`src/rtl/irq_redir_pkg.sv`:
```
package irq_redir_pkg;

   // Decoded low word of one redirection entry
   typedef struct packed {
      logic       mask;
      logic       level;
      logic       act_low;
      logic [2:0] mode;
      logic [7:0] vec;
   } rte_low_t;

   localparam logic [4:0] ADDR_SEL     = 5'h00;
   localparam logic [4:0] ADDR_WIN     = 5'h10;
   localparam logic [7:0] IDX_VER      = 8'h01;
   localparam logic [7:0] IDX_RTE_BASE = 8'h10;

   localparam rte_low_t RTE_RESET = '{mask: 1'b1, default: '0};

   function automatic logic [31:0] pack_low(rte_low_t e);
      return {15'd0, e.mask, e.level, 1'b0, e.act_low, 2'b00, e.mode, e.vec};
   endfunction

   function automatic rte_low_t unpack_low(logic [31:0] w);
      rte_low_t e;
      e.mask    = w[16];
      e.level   = w[15];
      e.act_low = w[13];
      e.mode    = w[10:8];
      e.vec     = w[7:0];
      return e;
   endfunction

endpackage

```
`src/rtl/irq_pin_cond.sv`:
```
module irq_pin_cond #(
   parameter int SYNC_STAGES = 2
) (
   input  logic       clk,
   input  logic       rst_n,
   input  logic       pin_i,
   input  logic       mask_i,
   input  logic       level_i,
   input  logic       act_low_i,
   input  logic [7:0] vec_i,
   input  logic       claim_i,
   input  logic       eoi_valid_i,
   input  logic [7:0] eoi_vector_i,
   output logic       req_o
);

   generate
      if (SYNC_STAGES < 2) begin : g_bad_sync
         $error("irq_pin_cond: SYNC_STAGES must be at least 2");
      end
   endgenerate

   logic [SYNC_STAGES-1:0] sync_q;
   logic                   prev_q;
   logic                   pending_q;
   logic                   insvc_q;
   logic                   active;
   logic                   rise;
   logic                   eoi_hit;

   assign active  = sync_q[SYNC_STAGES-1] ^ act_low_i;
   assign rise    = active & ~prev_q;
   assign eoi_hit = eoi_valid_i && (eoi_vector_i == vec_i);

   always_ff @(posedge clk or negedge rst_n) begin
      if (!rst_n) begin
         sync_q    <= '0;
         prev_q    <= 1'b0;
         pending_q <= 1'b0;
         insvc_q   <= 1'b0;
      end else begin
         sync_q    <= {sync_q[SYNC_STAGES-2:0], pin_i};
         prev_q    <= active;
         pending_q <= !level_i && ((pending_q && !claim_i) || (rise && !mask_i));
         insvc_q   <= level_i && (claim_i || (insvc_q && !eoi_hit));
      end
   end

   assign req_o = level_i ? (active && !mask_i && !insvc_q) : pending_q;


   level_block_chk: assert property (@(posedge clk) disable iff (!rst_n)
      (level_i && insvc_q) |-> !claim_i);


   edge_claim_chk: assert property (@(posedge clk) disable iff (!rst_n)
      (!level_i && claim_i) |-> pending_q);

endmodule

```
`src/rtl/irq_prio_arb.sv`:
```
module irq_prio_arb #(
   parameter int N     = 8,
   parameter int IDX_W = (N > 1) ? $clog2(N) : 1
) (
   input  logic             clk,
   input  logic             rst_n,
   input  logic [N-1:0]     req_i,
   output logic [N-1:0]     grant_o,
   output logic [IDX_W-1:0] idx_o,
   output logic             any_o
);

   always_comb begin
      grant_o = '0;
      idx_o   = '0;
      for (int i = N - 1; i >= 0; i--) begin
         if (req_i[i]) begin
            grant_o    = '0;
            grant_o[i] = 1'b1;
            idx_o      = IDX_W'(i);
         end
      end
   end

   assign any_o = |req_i;


   grant_onehot_chk: assert property (@(posedge clk) disable iff (!rst_n)
      $onehot0(grant_o) && ((grant_o & ~req_i) == '0));


   grant_lowest_chk: assert property (@(posedge clk) disable iff (!rst_n)
      any_o |-> (((grant_o - 1'b1) & req_i) == '0) && (grant_o != '0));

endmodule

```
`src/rtl/irq_redirect_ctrl.sv`:
```
module irq_redirect_ctrl
   import irq_redir_pkg::*;
#(
   parameter int         NUM_PINS    = 8,
   parameter logic [7:0] VERSION     = 8'h14,
   parameter int         SYNC_STAGES = 2
) (
   input  logic                clk,
   input  logic                rst_n,
   input  logic [NUM_PINS-1:0] irq_pins,
   input  logic                reg_wr,
   input  logic [4:0]          reg_addr,
   input  logic [31:0]         reg_wdata,
   output logic [31:0]         reg_rdata,
   output logic                msg_valid,
   input  logic                msg_ready,
   output logic [7:0]          msg_vector,
   output logic [2:0]          msg_mode,
   output logic [15:0]         msg_dest,
   input  logic                eoi_valid,
   input  logic [7:0]          eoi_vector
);

   localparam int IDX_W = (NUM_PINS > 1) ? $clog2(NUM_PINS) : 1;

   generate
      if (NUM_PINS < 1 || NUM_PINS > 64) begin : g_bad_pins
         $error("irq_redirect_ctrl: NUM_PINS must be 1..64");
      end
   endgenerate

   logic [7:0]          sel_q;
   logic [7:0]          rte_off;
   logic                in_table;
   logic                win_wr;
   logic [IDX_W-1:0]    ent;
   rte_low_t            rte_arr   [NUM_PINS];
   logic [15:0]         dshad_arr [NUM_PINS];
   logic [15:0]         dlive_arr [NUM_PINS];
   logic [NUM_PINS-1:0] req;
   logic [NUM_PINS-1:0] grant;
   logic [NUM_PINS-1:0] claim;
   logic [IDX_W-1:0]    gidx;
   logic                any_req;
   logic                load;

   assign rte_off  = sel_q - IDX_RTE_BASE;
   assign in_table = (sel_q >= IDX_RTE_BASE) && ({1'b0, rte_off} < 9'(2 * NUM_PINS));
   assign win_wr   = reg_wr && (reg_addr == ADDR_WIN);
   assign ent      = rte_off[IDX_W:1];

   always_ff @(posedge clk or negedge rst_n) begin
      if (!rst_n)                            sel_q <= '0;
      else if (reg_wr && reg_addr == ADDR_SEL) sel_q <= reg_wdata[7:0];
   end

   // Per-pin entry storage and input conditioning
   generate
      for (genvar i = 0; i < NUM_PINS; i++) begin : g_pin
         rte_low_t    rte_q;
         logic [15:0] dshad_q;
         logic [15:0] dlive_q;
         logic        hit;

         assign hit = win_wr && in_table && (rte_off[7:1] == 7'(i));

         always_ff @(posedge clk or negedge rst_n) begin
            if (!rst_n) begin
               rte_q   <= RTE_RESET;
               dshad_q <= '0;
               dlive_q <= '0;
            end else if (hit) begin
               if (rte_off[0]) begin
                  dshad_q <= reg_wdata[31:16];
               end else begin
                  rte_q   <= unpack_low(reg_wdata);
                  dlive_q <= dshad_q;
               end
            end
         end

         assign rte_arr[i]   = rte_q;
         assign dshad_arr[i] = dshad_q;
         assign dlive_arr[i] = dlive_q;

         irq_pin_cond #(.SYNC_STAGES(SYNC_STAGES)) u_cond (
            .clk          (clk),
            .rst_n        (rst_n),
            .pin_i        (irq_pins[i]),
            .mask_i       (rte_q.mask),
            .level_i      (rte_q.level),
            .act_low_i    (rte_q.act_low),
            .vec_i        (rte_q.vec),
            .claim_i      (claim[i]),
            .eoi_valid_i  (eoi_valid),
            .eoi_vector_i (eoi_vector),
            .req_o        (req[i])
         );
      end
   endgenerate

   irq_prio_arb #(.N(NUM_PINS), .IDX_W(IDX_W)) u_arb (
      .clk     (clk),
      .rst_n   (rst_n),
      .req_i   (req),
      .grant_o (grant),
      .idx_o   (gidx),
      .any_o   (any_req)
   );

   assign load  = any_req && (!msg_valid || msg_ready);
   assign claim = grant & {NUM_PINS{load}};

   // Registered message port
   always_ff @(posedge clk or negedge rst_n) begin
      if (!rst_n) begin
         msg_valid  <= 1'b0;
         msg_vector <= '0;
         msg_mode   <= '0;
         msg_dest   <= '0;
      end else if (load) begin
         msg_valid  <= 1'b1;
         msg_vector <= rte_arr[gidx].vec;
         msg_mode   <= rte_arr[gidx].mode;
         msg_dest   <= dlive_arr[gidx];
      end else if (msg_ready) begin
         msg_valid  <= 1'b0;
      end
   end

   // Read path
   always_comb begin
      reg_rdata = '0;
      if (reg_addr == ADDR_SEL) begin
         reg_rdata = {24'd0, sel_q};
      end else if (reg_addr == ADDR_WIN) begin
         if (sel_q == IDX_VER)
            reg_rdata = {8'h00, 8'(NUM_PINS - 1), 8'h00, VERSION};
         else if (in_table)
            reg_rdata = rte_off[0] ? {dshad_arr[ent], 16'd0} : pack_low(rte_arr[ent]);
      end
   end


   hold_stable_chk: assert property (@(posedge clk) disable iff (!rst_n)
      (msg_valid && !msg_ready) |=> msg_valid && $stable(msg_vector)
                                    && $stable(msg_mode) && $stable(msg_dest));

endmodule

```
`config.mk`:
```
export PLATFORM = sky130hd
export DESIGN_NAME = irq_redirect_ctrl
export DESIGN_NICKNAME = d
export VERILOG_FILES = /design/src/rtl/irq_redir_pkg.sv /design/src/rtl/irq_pin_cond.sv /design/src/rtl/irq_prio_arb.sv /design/src/rtl/irq_redirect_ctrl.sv
export SDC_FILE = /design/constraint.sdc
export NUM_CORES = 1
export LEC_CHECK = 0
export BUFFER_PORTS_ARGS = -buffer_cell sky130_fd_sc_hd__buf_2
export CAP_MARGIN = 20
export CORE_ASPECT_RATIO = 1.25
export CORE_MARGIN = 1
export CORE_UTILIZATION = 60
export DETAILED_ROUTE_END_ITERATION = 10
export GPL_ROUTABILITY_DRIVEN = 0
export HOLD_SLACK_MARGIN = 0.12
export PLACE_DENSITY = 0.75
export SYNTH_ARGS = -nofsm -noshare
export SYNTH_HDL_FRONTEND = slang
export SYNTH_SLANG_ARGS = --single-unit
```
`constraint.sdc`:
```
create_clock -name clk -period 3.1 [get_ports clk]
set_clock_uncertainty 0.15 [all_clocks]
set_input_delay 0.465 -clock clk [delete_from_list [all_inputs] [get_ports clk]]
set_output_delay 0.465 -clock clk [all_outputs]
set_load 0.1 [all_outputs]
```
==> results of run 1 <==
==> kinds of logic after synthesis <==
family | synth area share, %
other | 0.0173
multiplexers | 28.5
AND/OR/NAND/NOR | 5.09
AO/OA/AOI/OAI | 8.03
buffers and inverters | 4.04
adder cells (fa/ha/maj) | 0.115
XOR/XNOR | 2.95
flip-flops | 51.3
==> per-stage QoR <==
step / worst slack [ns] / instance area (um2) / instances
after floorplan: -0.448 / 21900 / 1653
after global placement: -0.00532 / 24000 / 2211
after detailed placement: 0.00351 / 24000 / 2211
after CTS: -0.161 / 26200 / 2332
after global routing: -0.278 / 26300 / 2336
final: -0.241 / 26300 / 2336
==> timing repair <==
item	CTS	global route
setup endpoints to repair	29	31
hold buffers	27	0
hold endpoints to repair	216	0
setup buffers	15	3
gates cloned	2	1
gates resized for setup	61	10
pin swaps	18	8
==> power groups by stage <==
stage,sequential (uW),clock [uW],combinational [uW]
finish,6040,5460,2370
global route,6040,5730,2460
CTS,6030,5510,2300
detailed placement,6160,0,2090
global placement,6160,0,2060
floorplan,6580,0,895
==> area by class of cell <==
cell class | count | area [um2] | area share [%]
inverters | 71 | 267 | 1.01
clock buffers | 68 | 1330 | 5.07
flip-flops and latches | 444 | 11100 | 42.3
well taps | 474 | 593 | 2.25
repair buffers | 257 | 2690 | 10.2
multi-input cells | 1013 | 10200 | 38.6
clock inverters | 9 | 140 | 0.532
==> routing by layer <==
metal,up-vias,share of wire (%)
met5,-,0
met4,0,5.6
met3,226,8.3
met2,819,49
met1,8083,37
li1,6481,-
==> registers in the layout, summed over array words and instances (netlist names), 16 cells and up <==
signal,flops
g_pin.dshad_q,128
msg_dest,16
g_pin.rte_q,112
g_pin.dlive_q,128
g_pin.u_cond.sync_q,16
==> layout by cell type (no fill, tap or decap), drive strengths merged, types with 7 or more instances in the layout <==
cell type	n
o41ai	8
a221oi	54
a21oi	11
nand3	10
nor3	7
o22ai	32
o21ai	16
buf	228
nand2	21
nor2	99
dfrtp	436
or3b	7
nor4	38
dfstp	8
dlygate4sd3	27
mux2i	24
mux4	61
clkbuf	69
inv	71
xor2	57
a211oi	55
o22a	31
xnor2	16
mux2	406
==> critical path, delay by kind of cell (launching register included) <==
family                   cells  cell delay, ns
AO/OA/AOI/OAI                1            0.17
AND/OR/NAND/NOR              5            0.95
adder cells (fa/ha/maj)      1            0.14
flip-flops                   1            0.41
buffers and inverters        3            0.48
==> final timing paths <==
kind | slack (ns) | cells past startpoint | end | startpoint
setup / recovery | -0.24 | 10 | reg_rdata[27] | sel_q[5]
hold / removal | 0.14 | 2 | g_pin[3].dshad_q[10] | reg_wdata[26]
setup reg to reg | 0.06 | 11 | g_pin[0].dlive_q[9] | sel_q[5]
hold reg to reg | 0.20 | 0 | g_pin[6].u_cond.sync_q[1] | g_pin[6].u_cond.sync_q[0]
max in group asynchronous | 1.66 | 3 | g_pin[3].dshad_q[3] | rst_n
min in group asynchronous | 0.30 | 2 | g_pin[1].u_cond.sync_q[1] | rst_n
==> flow_summary_export.csv, run 1 <==
group,metric,value,unit
synth,synth_edf_count,0,
layout,nFillCells,2329,
power,intPower,9880,uW
route,drtIter0Drc,1243,
global_route,met2_usage,56.4,%
synth,ys_types,62,
synth,ys_warn_count,0,
clocking,clk_pin_slew,0.06,ns
route,route.detailed.drc,0,
global_route,use_met3,7.31,%
global_route,grt_pass1_vias,16300,
timing,setup_tns,-4.46,ns
route,wl_per_cell,27.2,um
route,vias,15600,
route,via_per_inst,6.68,
min_path,min_path_type,"input port to flip-flop",
layout,n_antenna_cell,0,
synth,yosysSeqAreaShare,51.3,%
setup_path,cpMostUsedCell,"buf_12",
global_route,gr-total-overflow,0,
clocking,cts_tree,"built",
power,switching_share,28.8,%
timing,maxSlewViolCount,0,
setup_path,slowest_stage,"or3_4",
power,power,13900,uW
synth,syn-instance-count,1651,
setup_path,worstSetupPathType,"flip-flop to primary output",
route,detail-route-antenna-nets,0,
floorplan,dieArea,36900,um2
clocking,clock_path_buffers,3,
timing,rsz0062_at_grt,"true",
job,cap_violations,0,
timing,whs,0.141,ns
timing,final_hold_viol_count,0,
setup_path,path_cells,"inv_2 > ha_4 > nor2b_4 > a32o_2 > and2_4 > nand2_2 > or3_4 > buf_12 > nor2_4 > buf_12",
floorplan,rows,77,
clocking,clk_latency,0.56,ns
layout,nets,1891,
timing,finalCritPeriodShare,108,%
timing,setup_violations,29,
run_status,status,"complete, but fails checks",
power,power_frac_comb,17.1,%
run_status,violations,"setup timing",
clocking,htree_levels,2,
synth,ys.flop_type,"dfrtp_1",
synth,synth_seq_cells,444,
setup_path,cp.arrival,2.73,ns
floorplan,core_area,35500,um2
clocking,clock_sinks,444,
layout,area_growth,21.3,%
power,pwr-share-seq,43.5,%
layout,final_layout_size_suffix_gt1_share,45.4,%
route,drt_wl_total,63600,um
synth,synth_common_cells,"dfrtp_1, mux2_2, nor2_1",
timing,max_freq,299,MHz
synth,syn-cell-area,21700,um2
synth,synth_top_area_share,50.3,%
floorplan,num_io_pins,118,
setup_path,required,2.48,ns
power,p_sw,3990,uW
setup_path,critPathCaptureType,"primary output",
synth,postSynthAreaPerCell,13.1,um2
global_route,grt_max_degree,85,
timing,period_needed,3.34,ns
layout,final_util,74.2,%
power,power.leakage,0.0123,uW
global_route,gr-usage-met1,45.5,%
synth,yosysMostFrequentCell,"dfrtp_1",
floorplan,initial_utilization,61.2,%
route,drtPass1Iterations,5,
placed_design,portBuffers,111,
power,p_clk_share,39.4,%
global_route,grt_pass1_wl,96700,um
clocking,ctsRootBufferMaster,"clkbuf_16",
floorplan,die_w,172,um
synth,async_flop_share,100,%
timing,tightestPinTransition,0.685,ns
power,powerDensity,527,nW/um2
power,ir_drop,0.426,mV
floorplan,die_height,215,um
setup_path,critPathMaxFanout,7,
global_route,top_usage_layer,"met2",
setup_path,slowest_delay,0.44,ns
timing,slew-limit-headroom,53.7,%
setup_path,critPathLaunchType,"flip-flop",
global_route,antenna_found_initial,0,
global_route,track_usage,35.5,%
clocking,cts_buffers,44,
placed_design,place_hpwl,39400,um
synth,synth.area.top_cells,"dfrtp_1, mux2_2, mux4_2",
synth,yosysTopAreaCell,"dfrtp_1",
timing,setup_slack,-0.241,ns
Note: power is estimated with default switching activity, not from simulation.
==> run 2: changes to the inputs <==
- CORE_UTILIZATION: 60 -> 40
- PLACE_DENSITY: 0.75 -> default
- PLACE_DENSITY_LB_ADDON: default -> 0.05
==> flow_summary_export.csv, run 2 (synthesis gave the netlist of run 1 again) <==
group,metric,value,unit
clocking,clk_pin_slew,0.07,ns
power,powerDensity,531,nW/um2
clocking,cts_tree,"built",
setup_path,cpMostUsedCell,"buf_12",
layout,layout_commonest_cell,"dfrtp_1",
run_status,violations,"setup timing",
layout,nets,1925,
layout,final_layout_size_suffix_gt1_share,46.3,%
clocking,cts_buffers,49,
route,wl_per_cell,26.4,um
power,p_sw,4220,uW
power,intPower,10200,uW
floorplan,core_area,53700,um2
floorplan,initial_utilization,40.4,%
timing,maxSlewViolCount,0,
floorplan,die_w,210,um
timing,period_needed,3.32,ns
setup_path,critPathMaxFanout,7,
power,power_frac_comb,17.0,%
clocking,htree_levels,2,
setup_path,critPathTopFamily,"simple AND/OR/NAND/NOR gates",
setup_path,slowest_delay,0.43,ns
setup_path,path_cells,"buf_4 > o21ai_2 > a32o_2 > and2_4 > nand2_4 > or3_4 > buf_12 > nor2_4 > buf_12",
timing,slew-limit-headroom,56.9,%
placed_design,dp.cells,2485,
power,power.leakage,0.0125,uW
timing,setup_slack,-0.222,ns
floorplan,die_height,262,um
timing,final_hold_viol_count,0,
timing,rsz0062_at_grt,"true",
setup_path,crit_buf_inv,3,
power,ir_drop,0.340,mV
timing,setup_violations,28,
power,pwr-share-seq,41.8,%
timing,tightestPinTransition,0.640,ns
global_route,grt_pass1_vias,15900,
global_route,antenna_found_initial,0,
setup_path,critPathCaptureType,"primary output",
global_route,track_usage,25.9,%
run_status,status,"complete, but fails checks",
layout,final_cell_mix,"dfrtp_1, mux2_2, buf_4, buf_2, buf_12",
floorplan,rows,95,
global_route,grt_max_degree,68,
layout,n_antenna_cell,0,
layout,top_regs,"g_pin.dlive_q: 128 flops, g_pin.dshad_q: 128 flops, g_pin.rte_q: 112 flops",
layout,stdcell_count,2631,
route,drt_wl_total,69400,um
route,via_per_inst,5.68,
setup_path,worstSetupPathType,"flip-flop to primary output",
setup_path,critPathLaunchType,"flip-flop",
global_route,grt_pass1_wl,106000,um
timing,finalCritPeriodShare,107,%
placed_design,place_hpwl,44700,um
setup_path,required,2.48,ns
layout,area_growth,25.3,%
power,power,14400,uW
global_route,gr-total-overflow,0,
clocking,ctsRootBufferMaster,"clkbuf_16",
clocking,clk_latency,0.60,ns
timing,max_freq,301,MHz
route,vias,14900,
placed_design,portBuffers,111,
setup_path,slowest_stage,"or3_4",
floorplan,dieArea,55200,um2
route,drtPass1Iterations,4,
route,drtIter0Drc,900,
job,cap_violations,0,
power,p_clk_share,41.3,%
setup_path,cp.arrival,2.71,ns
clocking,clock_sinks,444,
floorplan,num_io_pins,118,
layout,nFillCells,4771,
route,route.detailed.drc,0,
clocking,clock_path_buffers,3,
min_path,min_path_type,"input port to flip-flop",
timing,setup_tns,-3.80,ns
power,switching_share,29.3,%
placed_design,place_ws,-0.150,ns
route,detail-route-antenna-nets,0,
run 2: cell types whose count changed in the layout (fill, tap and decap cells not counted), sizes merged:
cell	change
inv	+1
bufbuf	-1
clkinvlp	-2
dlygate4sd3	+9
bufinv	-1
buf	+22
clkinv	+3
clkbuf	+11
run 2: per-stage QoR:
stage                     instance area, um2  hold slack (ns)  util [%]
after floorplan                        21900           0.0194         -
after global placement                 24600            0.186      45.7
after detailed placement               24600            0.188      45.7
after CTS                              27100            0.121      50.5
after global routing                   27200            0.147      50.6
final                                  27200            0.143      50.6
run 2: power groups by stage:
stage	Sequential [uW]	Clock (uW)	Combinational (uW)
detailed placement	6170	0	2190
CTS	6020	6110	2440
floorplan	6580	0	895
global route	6030	6330	2570
finish	6030	5960	2450
global placement	6170	0	2180
run 2: layer usage:
layer	vias to the layer above	track usage, %	share of wire [%]
met5	-	0	0
met2	363	43.3	49
met4	0	8.72	3.4
met3	117	3.00	3.7
li1	6547	-	-
met1	7922	34.8	44
run 2: final cells by class:
type,count,area [um2],area share (%)
clock buffers,80,1510,5.57
clock inverters,10,130,0.479
inverters,71,267,0.981
multi-input cells,1013,10200,37.6
flip-flops and latches,444,11100,41.0
well taps,727,910,3.35
repair buffers,286,3020,11.1
run 2: final timing paths:
check	startpoint	to	slack, ns	cells after the start
max	sel_q[4]	reg_rdata[22]	-0.22	9
min	reg_wdata[0]	g_pin[7].rte_q[0]	0.14	2
max reg2reg	sel_q[4]	g_pin[2].rte_q[10]	0.24	9
min reg2reg	g_pin[7].u_cond.sync_q[0]	g_pin[7].u_cond.sync_q[1]	0.20	0
max in group asynchronous	rst_n	g_pin[5].rte_q[4]	1.58	4
min in group asynchronous	rst_n	g_pin[3].dshad_q[2]	0.31	2
run 2: timing repair:
| action | in CTS | in global routing |
|---|---|---|
| hold buffers | 36 | 0 |
| setup endpoints to repair | 29 | 29 |
| setup buffers | 17 | 3 |
| gates resized for setup | 79 | 15 |
| cloned | 1 | 0 |
| hold endpoints to repair | 288 | 0 |
| pin swaps | 21 | 9 |
==> run 3: changes to the inputs <==
- ABC_CLOCK_PERIOD_IN_PS: default -> 3100
- RECOVER_POWER: default -> 25
==> flow_summary_export.csv, run 3 (synthesis gave the netlist of run 1 again) <==
group,metric,value,unit
setup_path,path_cells,"buf_4 > o21ai_2 > a32o_2 > and2_4 > nand2_4 > or3_4 > buf_12 > nor2_4 > buf_12",
run_status,violations,"capacitance limit, slew limit, setup timing",
floorplan,initial_utilization,40.4,%
layout,nets,1925,
layout,final_cell_mix,"dfrtp_1, mux2_2, buf_2, buf_4, buf_12",
setup_path,required,2.48,ns
clocking,clock_sinks,444,
clocking,htree_levels,2,
power,ir_drop,0.340,mV
floorplan,die_height,262,um
clocking,clock_path_buffers,3,
min_path,min_path_type,"input port to flip-flop",
route,drt_wl_total,69400,um
job,cap_violations,1,
setup_path,worstSetupPathType,"flip-flop to primary output",
setup_path,slowest_stage,"or3_4",
timing,max_freq,300,MHz
setup_path,cpMostUsedCell,"buf_12",
power,power,14400,uW
global_route,track_usage,25.9,%
layout,nFillCells,4782,
layout,n_antenna_cell,0,
setup_path,critPathMaxFanout,7,
global_route,grt_pass1_wl,106000,um
clocking,clk_latency,0.60,ns
route,vias,15000,
timing,setup_slack,-0.230,ns
route,detail-route-antenna-nets,0,
timing,setup_violations,28,
floorplan,core_area,53700,um2
floorplan,dieArea,55200,um2
global_route,grt_pass1_vias,15900,
timing,period_needed,3.33,ns
power,powerDensity,532,nW/um2
placed_design,portBuffers,111,
setup_path,critPathTopFamily,"simple AND/OR/NAND/NOR gates",
route,via_per_inst,5.70,
clocking,cts_buffers,49,
layout,top_regs,"g_pin.dlive_q: 128 flops, g_pin.dshad_q: 128 flops, g_pin.rte_q: 112 flops",
layout,final_layout_size_suffix_gt1_share,46.1,%
power,power.leakage,0.0125,uW
global_route,gr-total-overflow,0,
layout,layout_commonest_cell,"dfrtp_1",
setup_path,critPathCaptureType,"primary output",
run_status,status,"complete, but fails checks",
timing,final_hold_viol_count,0,
layout,area_growth,24.9,%
setup_path,slowest_delay,0.43,ns
global_route,grt_max_degree,68,
setup_path,critPathLaunchType,"flip-flop",
placed_design,place_hpwl,44700,um
timing,slew-limit-headroom,-22.6,%
timing,finalCritPeriodShare,107,%
timing,maxSlewViolCount,67,
route,wl_per_cell,26.4,um
global_route,antenna_found_initial,0,
clocking,clk_pin_slew,0.07,ns
route,drtPass1Iterations,5,
layout,final_util,50.4,%
timing,tightestPinTransition,1.84,ns
setup_path,cp.arrival,2.72,ns
setup_path,r2r_setup_slack,0.25,ns
clocking,cts_tree,"built",
clocking,ctsRootBufferMaster,"clkbuf_16",
route,drtIter0Drc,870,
floorplan,rows,95,
route,route.detailed.drc,0,
floorplan,die_w,210,um
setup_path,crit_buf_inv,3,
timing,rsz0062_at_grt,"true",
floorplan,num_io_pins,118,
==> run 3: worst paths after layout <==
check                                            end                      start  cells past startpoint
max in group asynchronous        g_pin[2].dlive_q[7]                      rst_n                      4
min                                g_pin[7].rte_q[0]               reg_wdata[0]                      2
max                                    reg_rdata[22]                   sel_q[4]                      9
min in group asynchronous        g_pin[3].dshad_q[2]                      rst_n                      2
max reg2reg                       g_pin[1].rte_q[10]                   sel_q[4]                      9
min reg2reg                g_pin[7].u_cond.sync_q[1]  g_pin[7].u_cond.sync_q[0]                      0
==> run 3: metal layers <==
layer / vias to the layer above / share of wire (%) / track usage [%]
li1: 6553 / - / -
met4: 0 / 3.5 / 8.72
met1: 7956 / 43 / 34.8
met2: 374 / 49 / 43.3
met3: 121 / 3.7 / 3.00
met5: - / 0 / 0
==> run 3: timing repair <==
item	CTS	global route
setup endpoints to repair	29	29
resized for setup	79	15
pin swaps	21	9
cloned	1	0
buffers inserted	17	3
hold buffers	36	0
endpoints found under the hold margin	288	0
==> run 3: power by group <==
group | internal (uW) | total, uW | switching (uW)
Combinational | 780 | 2430 | 1650
Clock | 3500 | 5960 | 2460
Sequential | 5910 | 6030 | 111
==> run 3: worst register-to-register path: stages, from the launching register on <==
cell,delay (ns)
dfrtp_1,0.37
inv_2,0.06
ha_4,0.25
and4b_1,0.18
nand4_1,0.21
or4_1,0.56
buf_4,0.18
nor2_4,0.19
buf_12,0.20
mux2_2,0.38
==> run 3: area by class of cell <==
type | count | area (um2) | area share, %
Sequential cell | 444 | 11100 | 41.1
Multi-Input combinational cell | 1013 | 10200 | 37.7
Timing Repair Buffer | 286 | 2940 | 10.9
Clock buffer | 80 | 1510 | 5.59
Tap cell | 727 | 910 | 3.36
Inverter | 71 | 267 | 0.983
Clock inverter | 10 | 130 | 0.480
==> run 3: per-stage QoR <==
stage	hold slack, ns	setup TNS (ns)	worst slack, ns	std cells	area [um2]
6_report	0.144	-3.83	-0.230	2631	27100
5_1_grt	0.147	-17.78	-0.298	2631	27100
4_1_cts	0.121	-5.51	-0.289	2629	27100
3_5_place_dp	0.188	-5.70	-0.150	2485	24600
3_3_place_gp	0.186	-0.372	-0.0733	2485	24600
2_1_floorplan	0.0194	-5.01	-0.448	1653	21900
